File: config.mk
export PLATFORM = sky130hd
export DESIGN_NAME = gtimer_multicore
export DESIGN_NICKNAME = d
export VERILOG_FILES = /design/src/rtl/gtm_pkg.sv /design/src/rtl/gtm_prescale.sv /design/src/rtl/gtm_counter.sv /design/src/rtl/gtm_core_bank.sv /design/src/rtl/gtimer_multicore.sv
export SDC_FILE = /design/constraint.sdc
export NUM_CORES = 2
export LEC_CHECK = 0
export BUFFER_PORTS_ARGS = -buffer_cell sky130_fd_sc_hd__buf_2
export CAP_MARGIN = 20
export CORE_MARGIN = 5
export CORE_UTILIZATION = 25
export CTS_BUF_LIST = sky130_fd_sc_hd__clkbuf_16
export DETAILED_ROUTE_END_ITERATION = 7
export GPL_ROUTABILITY_DRIVEN = 0
export HOLD_SLACK_MARGIN = 0.1
export SLEW_MARGIN = 0
export SYNTH_ARGS = -nofsm -noshare
export SYNTH_HDL_FRONTEND = slang
export SYNTH_HIERARCHICAL = 1
export SYNTH_SLANG_ARGS = --single-unit
export TNS_END_PERCENT = 5
File: constraint.sdc
create_clock -name clk -period 2.7 [get_ports clk]
set_input_delay 0 -clock clk [delete_from_list [all_inputs] [get_ports clk]]
set_output_delay 0 -clock clk [all_outputs]
set_load 0.02 [all_outputs]
File: src/rtl/gtm_pkg.sv
package gtm_pkg;
   localparam int BUS_W  = 32;
   localparam int ADDR_W = 5;

   // register offsets
   localparam logic [ADDR_W-1:0] OFS_CNT_LO = 5'h00;
   localparam logic [ADDR_W-1:0] OFS_CNT_HI = 5'h04;
   localparam logic [ADDR_W-1:0] OFS_CTRL   = 5'h08;
   localparam logic [ADDR_W-1:0] OFS_STAT   = 5'h0C;
   localparam logic [ADDR_W-1:0] OFS_CMP_LO = 5'h10;
   localparam logic [ADDR_W-1:0] OFS_CMP_HI = 5'h14;
   localparam logic [ADDR_W-1:0] OFS_STEP   = 5'h18;

   // control bit positions
   localparam int B_RUN   = 0;
   localparam int B_CEN   = 1;
   localparam int B_AUTO  = 3;
   localparam int DIV_LSB = 8;

   // banked control bits, packed in the order of bits 3:1
   typedef struct packed {
      logic reload;
      logic irq_en;
      logic cmp_en;
   } bank_ctl_t;
endpackage

File: src/rtl/gtm_prescale.sv
module gtm_prescale #(
   parameter int DIV_W = 8
) (
   input  logic             clk,
   input  logic             rst_n,
   input  logic             run,
   input  logic [DIV_W-1:0] div,
   output logic             tick
);
   logic [DIV_W-1:0] phase;

   assign tick = run && (phase == div);

   always_ff @(posedge clk or negedge rst_n) begin
      if (!rst_n)          phase <= '0;
      else if (!run||tick) phase <= '0;
      else                 phase <= phase + 1'b1;
   end
endmodule

File: src/rtl/gtm_counter.sv
module gtm_counter #(
   parameter int CNT_W = 64,
   parameter int HALF  = 32
) (
   input  logic             clk,
   input  logic             rst_n,
   input  logic             tick,
   input  logic             load_lo,
   input  logic             load_hi,
   input  logic [HALF-1:0]  wdata,
   output logic [CNT_W-1:0] cnt
);
   always_ff @(posedge clk or negedge rst_n) begin
      if (!rst_n)       cnt <= '0;
      else if (tick)    cnt <= cnt + 1'b1;
      else if (load_lo) cnt[HALF-1:0] <= wdata;
      else if (load_hi) cnt[CNT_W-1:HALF] <= wdata;
   end
endmodule

File: src/rtl/gtm_core_bank.sv
module gtm_core_bank
   import gtm_pkg::*;
#(
   parameter int CNT_W = 64,
   parameter int HALF  = 32
) (
   input  logic             clk,
   input  logic             rst_n,
   input  logic             run,
   input  logic [CNT_W-1:0] cnt,
   input  logic             ctl_we,
   input  bank_ctl_t        ctl_wdata,
   input  logic             flag_we,
   input  logic             cmp_lo_we,
   input  logic             cmp_hi_we,
   input  logic             step_we,
   input  logic [HALF-1:0]  wdata,
   output bank_ctl_t        ctl,
   output logic             flag,
   output logic [CNT_W-1:0] cmp,
   output logic [HALF-1:0]  step,
   output logic             irq
);
   logic hit;

   assign hit = run && ctl.cmp_en && (cnt >= cmp);
   assign irq = flag && ctl.irq_en;

   always_ff @(posedge clk or negedge rst_n) begin
      if (!rst_n) begin
         ctl  <= '0;
         flag <= 1'b0;
         cmp  <= '0;
         step <= '0;
      end else begin
         if (ctl_we) ctl <= ctl_wdata;

         if (hit)                    flag <= 1'b1;
         else if (flag_we&&wdata[0]) flag <= 1'b0;

         if (cmp_lo_we)               cmp[HALF-1:0]     <= wdata;
         else if (cmp_hi_we)          cmp[CNT_W-1:HALF] <= wdata;
         else if (hit && ctl.reload)  cmp <= cmp + CNT_W'(step);

         if (step_we) step <= wdata;
      end
   end
endmodule

File: src/rtl/gtimer_multicore.sv
module gtimer_multicore
   import gtm_pkg::*;
#(
   parameter  int NCORE = 4,
   parameter  int DIV_W = 8,
   parameter  int CNT_W = 64,
   localparam int ID_W  = (NCORE > 1) ? $clog2(NCORE) : 1
) (
   input  logic               clk,
   input  logic               rst_n,
   input  logic               bus_sel,
   input  logic               bus_wr,
   input  logic [ADDR_W-1:0]  bus_addr,
   input  logic [BUS_W-1:0]   bus_wdata,
   input  logic [ID_W-1:0]    core_id,
   output logic [BUS_W-1:0]   bus_rdata,
   output logic [NCORE-1:0]   irq
);
   localparam int HALF = BUS_W;

   if (NCORE < 1 || NCORE > 4) begin : g_bad_ncore
      $error("NCORE must lie in 1..4");
   end
   if (DIV_W < 1 || DIV_W > 8) begin : g_bad_div
      $error("DIV_W must lie in 1..8");
   end
   if (CNT_W != 2 * HALF) begin : g_bad_cnt
      $error("CNT_W must be twice the bus width");
   end

   logic             acc_w;
   logic             id_ok;
   logic             run;
   logic [DIV_W-1:0] div;
   logic             tick;
   logic [CNT_W-1:0] cnt;

   bank_ctl_t        ctl_v  [NCORE];
   logic [CNT_W-1:0] cmp_v  [NCORE];
   logic [HALF-1:0]  step_v [NCORE];
   logic [NCORE-1:0] flag_v;

   assign acc_w = bus_sel && bus_wr;

   // core number range check only where the id width allows holes
   if ((1 << ID_W) > NCORE) begin : g_idchk
      assign id_ok = (core_id < ID_W'(NCORE));
   end else begin : g_idall
      assign id_ok = 1'b1;
   end

   // shared control
   always_ff @(posedge clk or negedge rst_n) begin
      if (!rst_n) begin
         run <= 1'b0;
         div <= '0;
      end else if (acc_w && bus_addr == OFS_CTRL) begin
         run <= bus_wdata[B_RUN];
         div <= bus_wdata[DIV_LSB +: DIV_W];
      end
   end

   gtm_prescale #(.DIV_W(DIV_W)) u_pre (
      .clk (clk), .rst_n (rst_n), .run (run), .div (div), .tick (tick)
   );

   gtm_counter #(.CNT_W(CNT_W), .HALF(HALF)) u_cnt (
      .clk     (clk),
      .rst_n   (rst_n),
      .tick    (tick),
      .load_lo (acc_w && !run && bus_addr == OFS_CNT_LO),
      .load_hi (acc_w && !run && bus_addr == OFS_CNT_HI),
      .wdata   (bus_wdata),
      .cnt     (cnt)
   );

   for (genvar g = 0; g < NCORE; g++) begin : g_bank
      logic mine;
      assign mine = acc_w && id_ok && (core_id == ID_W'(g));

      gtm_core_bank #(.CNT_W(CNT_W), .HALF(HALF)) u_bank (
         .clk       (clk),
         .rst_n     (rst_n),
         .run       (run),
         .cnt       (cnt),
         .ctl_we    (mine && bus_addr == OFS_CTRL),
         .ctl_wdata (bank_ctl_t'(bus_wdata[B_AUTO:B_CEN])),
         .flag_we   (mine && bus_addr == OFS_STAT),
         .cmp_lo_we (mine && bus_addr == OFS_CMP_LO),
         .cmp_hi_we (mine && bus_addr == OFS_CMP_HI),
         .step_we   (mine && bus_addr == OFS_STEP),
         .wdata     (bus_wdata),
         .ctl       (ctl_v[g]),
         .flag      (flag_v[g]),
         .cmp       (cmp_v[g]),
         .step      (step_v[g]),
         .irq       (irq[g])
      );
   end

   // banked view of the calling core
   bank_ctl_t        s_ctl;
   logic             s_flag;
   logic [CNT_W-1:0] s_cmp;
   logic [HALF-1:0]  s_step;
   logic [BUS_W-1:0] ctrl_word;

   always_comb begin
      s_ctl  = '0;
      s_flag = 1'b0;
      s_cmp  = '0;
      s_step = '0;
      if (id_ok) begin
         s_ctl  = ctl_v[core_id];
         s_flag = flag_v[core_id];
         s_cmp  = cmp_v[core_id];
         s_step = step_v[core_id];
      end
   end

   always_comb begin
      ctrl_word                    = '0;
      ctrl_word[B_RUN]             = run;
      ctrl_word[B_AUTO:B_CEN]      = s_ctl;
      ctrl_word[DIV_LSB +: DIV_W]  = div;
   end

   always_comb begin
      bus_rdata = '0;
      if (bus_sel && !bus_wr) begin
         case (bus_addr)
            OFS_CNT_LO: bus_rdata = cnt[HALF-1:0];
            OFS_CNT_HI: bus_rdata = cnt[CNT_W-1:HALF];
            OFS_CTRL:   bus_rdata = ctrl_word;
            OFS_STAT:   bus_rdata = {{(BUS_W-1){1'b0}}, s_flag};
            OFS_CMP_LO: bus_rdata = s_cmp[HALF-1:0];
            OFS_CMP_HI: bus_rdata = s_cmp[CNT_W-1:HALF];
            OFS_STEP:   bus_rdata = s_step;
            default:    bus_rdata = '0;
         endcase
      end
   end
endmodule

## Word-level counts from Yosys, hierarchy flattened

Cells that the tools add are included.

| word-level totals | value |
|---|---|
| logic and storage cells | 186 |
| bits in registers | 481 |
| input port bits | 43 |
| output and inout bits | 36 |

| operators by class | value |
|---|---|
| eq/ne operators | 15 |
| order comparisons | 6 |
| bitwise operators | 5 |
| reductions and logical operators | 79 |
| multiplexer cells | 42 |
| $add $sub $neg | 6 |

Operators by type and width:

| cell | number |
|---|---|
| 2-to-1 mux 32 bit | 18 |
| 2-to-1 mux 64 bit | 7 |
| adder 64 x 32 -> 64 bit | 4 |
| greater-or-equal comparator 64 bit | 4 |
| one-hot mux 32 bit (7 select lines) | 1 |
| binary-select mux 64 bit (select 2 bit) | 1 |
| adder 64 x 1 -> 64 bit (second input constant) | 1 |
| binary-select mux 32 bit (select 2 bit) | 1 |
| logical AND 1 bit | 51 |
| nonzero test 2 bit | 14 |
| AND reduction 2 bit | 9 |
| equality test 5 bit (second input constant) | 3 |
| equality test 5 x 4 -> 1 bit (second input constant) | 2 |
| 2-to-1 mux 1 bit | 9 |
| adder 8 x 1 -> 8 bit (second input constant) | 1 |
| equality test 8 bit | 1 |
| 2-to-1 mux 8 bit | 1 |
| != test 2 x 1 -> 1 bit (second input constant) | 4 |
| binary-select mux 3 bit (select 2 bit) | 1 |
| 2-to-1 mux 3 bit | 2 |
| equality test 5 x 3 -> 1 bit (second input constant) | 1 |
| logical NOT 5 bit | 1 |
| equality test 2 bit (second input constant) | 2 |
| NOT 1 bit | 4 |
| other kinds (9) | 10 |

## Depth between registers and ports, before layout

| depth | value |
|---|---|
| word-level depth | 6 |
| depth in mapped cells | 13 |
| gate-level depth less buffers | 12 |

## Hierarchy

The synthesis kept the hierarchy.

Modules (own cells, without submodules):

| module | cells an instance | area an instance (um^2) | sequential area each (um^2) | instances |
|---|---|---|---|---|
| gtm_core_bank (g_bank[1].u_bank ...) | 939 | 8,282.9 | 2,502.4 | 3 |
| gtm_core_bank (g_bank[0].u_bank) | 984 | 8,531.9 | 2,502.4 | 1 |
| gtm_counter | 504 | 4,214.0 | 1,601.5 | 1 |
| gtimer_multicore | 331 | 3,930.0 | 225.2 | 1 |
| gtm_prescale | 46 | 500.5 | 200.2 | 1 |

## Worst setup path after synthesis

Ideal clock, no wire load.

| timing | value |
|---|---|
| path type | register -> register |
| start point | register g_bank[0].u_bank.cmp[39] |
| end point | register g_bank[0].u_bank.cmp[41] |
| cell stages (with the launch flop) | 13 |
| required time | 2.578 ns |
| period minus slack after synthesis | 2.970 ns |
| buffers on the path | 2 |
| setup time | 0.122 ns |
| slack | -0.270 ns |
| data arrival time | 2.849 ns |
| path through | dfrtp_1 > clkbuf_1 > inv_1 > ha_1 > a21oi_1 > o21ai_0 > a222oi_1 > nand2_1 > a21oi_1 > a211oi_2 > buf_4 > or2_1 > a32o_1 |

| between the ends | value |
|---|---|
| cells in the longest elaborated chain, start to end | 5 |
| elaborated cells on any way between the ends | 8 |
| classes of those cells | add/sub: 1; order compare: 1; mux: 2; reduce/logical: 4 |

RTL lines:

| what | line | text |
|---|---|---|
| start, declared | gtm_core_bank.sv:20 | `output logic [CNT_W-1:0] cmp,` |
| start signal, assigned by index | gtm_core_bank.sv:41 | `if (cmp_lo_we) cmp[HALF-1:0] <= wdata;` |
| start signal, assigned by index | gtm_core_bank.sv:42 | `else if (cmp_hi_we) cmp[CNT_W-1:HALF] <= wdata;` |
| start signal, assigned | gtm_core_bank.sv:43 | `else if (hit && ctl.reload) cmp <= cmp + CNT_W'(step);` |
| greater-or-equal comparator 64 bit | gtm_core_bank.sv:26 | `assign hit = run && ctl.cmp_en && (cnt >= cmp);` |
| logical AND 1 bit | gtm_core_bank.sv:26 |  |
| logical AND 1 bit | gtm_core_bank.sv:43 |  |
| nonzero test 2 bit (no source line) | - |  |
| AND reduction 2 bit (no source line) | - |  |

Several ways; a longest one is shown, not always the timed one. The select of a mux whose other input is x is not followed.
A chain may end at the register's enable or synchronous reset.

## Worst setup path in the final report

| timing | value |
|---|---|
| start point | register u_cnt.cnt[61] |
| end point | register g_bank[2].u_bank.cmp[12] |

| between the ends | value |
|---|---|
| cells in the longest elaborated chain, start to end | 5 |

RTL lines:

| what | line | text |
|---|---|---|
| start, declared | gtm_counter.sv:11 | `output logic [CNT_W-1:0] cnt` |
| start signal, assigned | gtm_counter.sv:15 | `else if (tick) cnt <= cnt + 1'b1;` |
| start signal, assigned by index | gtm_counter.sv:16 | `else if (load_lo) cnt[HALF-1:0] <= wdata;` |
| start signal, assigned by index | gtm_counter.sv:17 | `else if (load_hi) cnt[CNT_W-1:HALF] <= wdata;` |
| greater-or-equal comparator 64 bit | gtm_core_bank.sv:26 |  |
| logical AND 1 bit | gtm_core_bank.sv:26 |  |
| logical AND 1 bit | gtm_core_bank.sv:43 |  |
| nonzero test 2 bit (no source line) | - |  |
| AND reduction 2 bit (no source line) | - |  |
| end signal, assigned by index | gtm_core_bank.sv:41 |  |
| end signal, assigned by index | gtm_core_bank.sv:42 |  |
| end signal, assigned | gtm_core_bank.sv:43 |  |
| end, declared | gtm_core_bank.sv:20 |  |

Every way passes these cells.

==> results.py <==
metrics = {
    "floorplan": {
        "die_area_um2": 176400,
        "start_util_pct": 25.13,
        "die_x_um": 420,
        "die_h_um": 420,
        "num_io_pins": 79,
        "core_um2": 167200,
        "rows": 150,
    },
    "place": {
        "numPortBuffers": 78,
        "placedCellCount": 8070,
        "hpwl_um": 162300,
    },
    "power": {
        "peakVddDrop_mv": 0.4728,
        "p_leak_uw": 0.02628,
        "power.density_nw_per_um2": 516.6,
    },
    "synth": {
        "synth_area_leaders": "dfrtp_1, ha_1, mux4_2",
        "async_flop_share_pct": 100.0,
        "synth_common_cells": "dfrtp_1, nand2_1, ha_1",
        "ys.flop_type": "dfrtp_1",
        "yosys.cell_count.top_type": "dfrtp_1",
        "synth_cell_type_count": 110,
        "synth_enable_flop_cells": 0,
        "avgSynthCellArea_um2": 8.976,
        "syn_inst": 4682,
        "yosysSeqAreaShare_pct": 28.64,
        "syn_nets": 5115,
        "synth_area_um2": 42030,
        "synth_top_area_cell": "dfrtp_1",
        "synth_top_area_share_pct": 28.64,
        "synth-seq-cells": 481,
        "yosys_warnings": 6,
    },
    "global_routing": {
        "grt.total_usage_pct": 22.95,
        "overflow": 0,
        "grt_start_max_net_pins": 69,
        "grt_pass1_wl_um": 302000,
        "grt_pass1_vias": 44750,
        "antenna_found_initial": 6,
    },
    "worst_setup_path": {
        "worstPathRequired_ns": 3.21,
        "reg2reg_depth": 12,
        "worst-r2r-setup-slack_ns": -0.92,
        "r2r_end": "g_bank[2].u_bank/cmp[12]",
        "crit_path_end_kind": "flop",
        "crit_end": "g_bank[2].u_bank/cmp[12]",
        "critical_path.startpoint_type": "flop",
        "cp_max_fo": 5,
        "r2r_start": "u_cnt/cnt[61]",
        "startpoint": "u_cnt/cnt[61]",
        "cp.arrival_ns": 4.14,
        "criticalPathCategory": "flop to flop",
    },
    "drt": {
        "routed-via-count": 46880,
        "drt-initial-drc-count": 6463,
        "drc": 19,
        "routedWlPerCell_um": 25.31,
        "via_per_inst": 5.660,
        "finalWirelength_um": 209600,
        "antenna_left": 0,
        "drtPass1Iterations": 8,
    },
    "timing": {
        "layout_min_cycle_time_ns": 3.625,
        "setup_viol": 271,
        "finalWorstSetupSlack_ns": -0.9249,
        "tightest_slew_ns": 0.8152,
        "finalClockSkew_ns": 0.04137,
        "hold_violations": 0,
        "fmax_ghz": 0.2759,
        "tns_ns": -166.05,
        "slew_viol_final": 0,
        "finalCritPeriodShare_pct": 134.3,
        "maxSlewHeadroom_pct": 45.15,
        "grt_setup_unrepaired": "true",
    },
    "finish": {
        "drive_gt1_share_pct": 35.76,
        "final_cells": 8283,
        "area_growth_pct": 41.62,
        "fin_nets": 6461,
    },
    "outcome": {
        "status": "finished with violations",
        "violations": "design-rule violations, negative setup slack",
    },
    "clock_tree": {
        "numCtsBuffers": 67,
        "htree_levels": 3,
        "cts_tree": "yes",
        "root_buffer": "clkbuf_16",
        "clock_sinks": 481,
        "clkSlewWorstSetupHoldPaths_ns": 0.05,
        "clock_latency_ns": 0.64,
        "cts_buffer_depth": 3,
    },
    "run": {
        "cap_viol_max_count": 0,
    },
    "worst_hold_path": {
        "hp-class": "primary input to flop",
    },
}
-- worst max-delay path: stages (launching register included) --
cell and delay [ns]:
dfrtp_1 0.41, buf_4 0.17, ha_1 0.31, nand4_1 0.21, nor4_4 0.26, buf_4 0.20
nand3_4 0.16, a311oi_4 0.54, a211o_1 0.21, and4_4 0.26, buf_12 0.18, mux2_4 0.32
mux2_4 0.26
-- per-layer routing --
layer / global-route usage [%] / up-vias / part of all wire, %
met5: 0 / - / 0.0062
met4: 14.90 / 2 / 8.0
met3: 5.230 / 687 / 11
met2: 34.51 / 3009 / 42
met1: 29.53 / 22770 / 39
li1: - / 20420 / -
-- what timing repair did --
action / 4_1_cts / 5_1_grt
gates resized for setup: 180 / 98
gates cloned: 3 / 0
buffers inserted: 27 / 31
endpoints found under the hold margin: 909 / 0
setup endpoints to repair: 277 / 283
hold buffers: 34 / 0
pin swaps: 61 / 36
-- worst min path at each step --
stage / from / to / slack, ns / cells past startpoint
after floorplan: rst_n / div[0] / -0.30 / 0
after global placement: rst_n / g_bank[1].u_bank/cmp[40] / 0.08 / 1
after detailed placement: rst_n / g_bank[1].u_bank/cmp[40] / 0.08 / 1
after CTS: bus_addr[2] / g_bank[1].u_bank/flag / 0.12 / 6
after global routing: bus_addr[2] / g_bank[1].u_bank/flag / 0.15 / 6
final: bus_addr[2] / g_bank[1].u_bank/flag / 0.16 / 6
-- cell type report --
cell class	count	area [um2]
Antenna cell	3	7.507
Clock buffer	71	1777
Clock inverter	46	280.3
Fill cell	16720	107700
Inverter	329	1235
Multi-Input combinational cell	3625	29190
Sequential cell	481	12080
Tap cell	2204	2758
Timing Repair Buffer	1524	12190
-- placed cells by master (no fill, tap or decap), types with 39 or more instances in the layout --
cell	netlist	layout
buf_4	17	1323
dfrtp_1	481	448
nand2_1	447	443
ha_1	386	336
inv_1	329	333
a21oi_1	351	329
nor2_1	275	257
o21ai_0	241	196
mux2_2	165	162
nand3_1	125	122
mux2i_1	122	121
nand4_1	117	117
nor3_1	113	110
mux4_2	100	100
xnor2_1	76	76
buf_2	57	74
clkbuf_16	0	71
a22oi_1	76	70
a21o_1	69	68
a211oi_1	73	66
xor2_1	55	55
buf_12	0	48
o21ai_1	7	47
ha_4	0	46
nor4_1	48	41
o22ai_1	40	40
buf_6	7	39
-- report_power, final --
part / internal [uW] / switching (uW)
Clock: 5000 / 3740
Combinational: 5900 / 7370
Sequential: 7900 / 835
Total: 18800 / 11900
-- cell families after synthesis --
family	Yosys count	synth area share [%]
AO/OA/AOI/OAI	1336	21.79
flip-flops	481	28.64
buffers and inverters	576	5.594
adder cells (fa/ha/maj)	390	11.68
multiplexers	396	12.98
AND/OR/NAND/NOR	1370	16.50
XOR/XNOR	133	2.808
-- flip-flops by register name, summed over array words and instances (netlist names) --
| signal | count |
|---|---|
| u_cnt/cnt | 64 |
| g_bank.u_bank/cmp | 256 |
| div | 8 |
| g_bank.u_bank/ctl | 12 |
| run | 1 |
| g_bank.u_bank/flag | 4 |
| g_bank.u_bank/step | 128 |
| u_pre/phase | 8 |
-- metrics by stage --
step | worst slack (ns) | utilization, % | hold slack (ns) | power, uW | area, um2
floorplan | -0.04744 | - | -0.2956 | 14330 | 42490
global placement | -1.654 | 33.07 | 0.07591 | 20160 | 55310
global route | -0.9205 | 35.59 | 0.1524 | 32010 | 59510
CTS | -0.7876 | 35.14 | 0.1197 | 29830 | 58770
finish | -0.9249 | 35.59 | 0.1647 | 30750 | 59520
detailed placement | -1.624 | 33.07 | 0.07687 | 20490 | 55310
(Power assumes the default switching activity.)
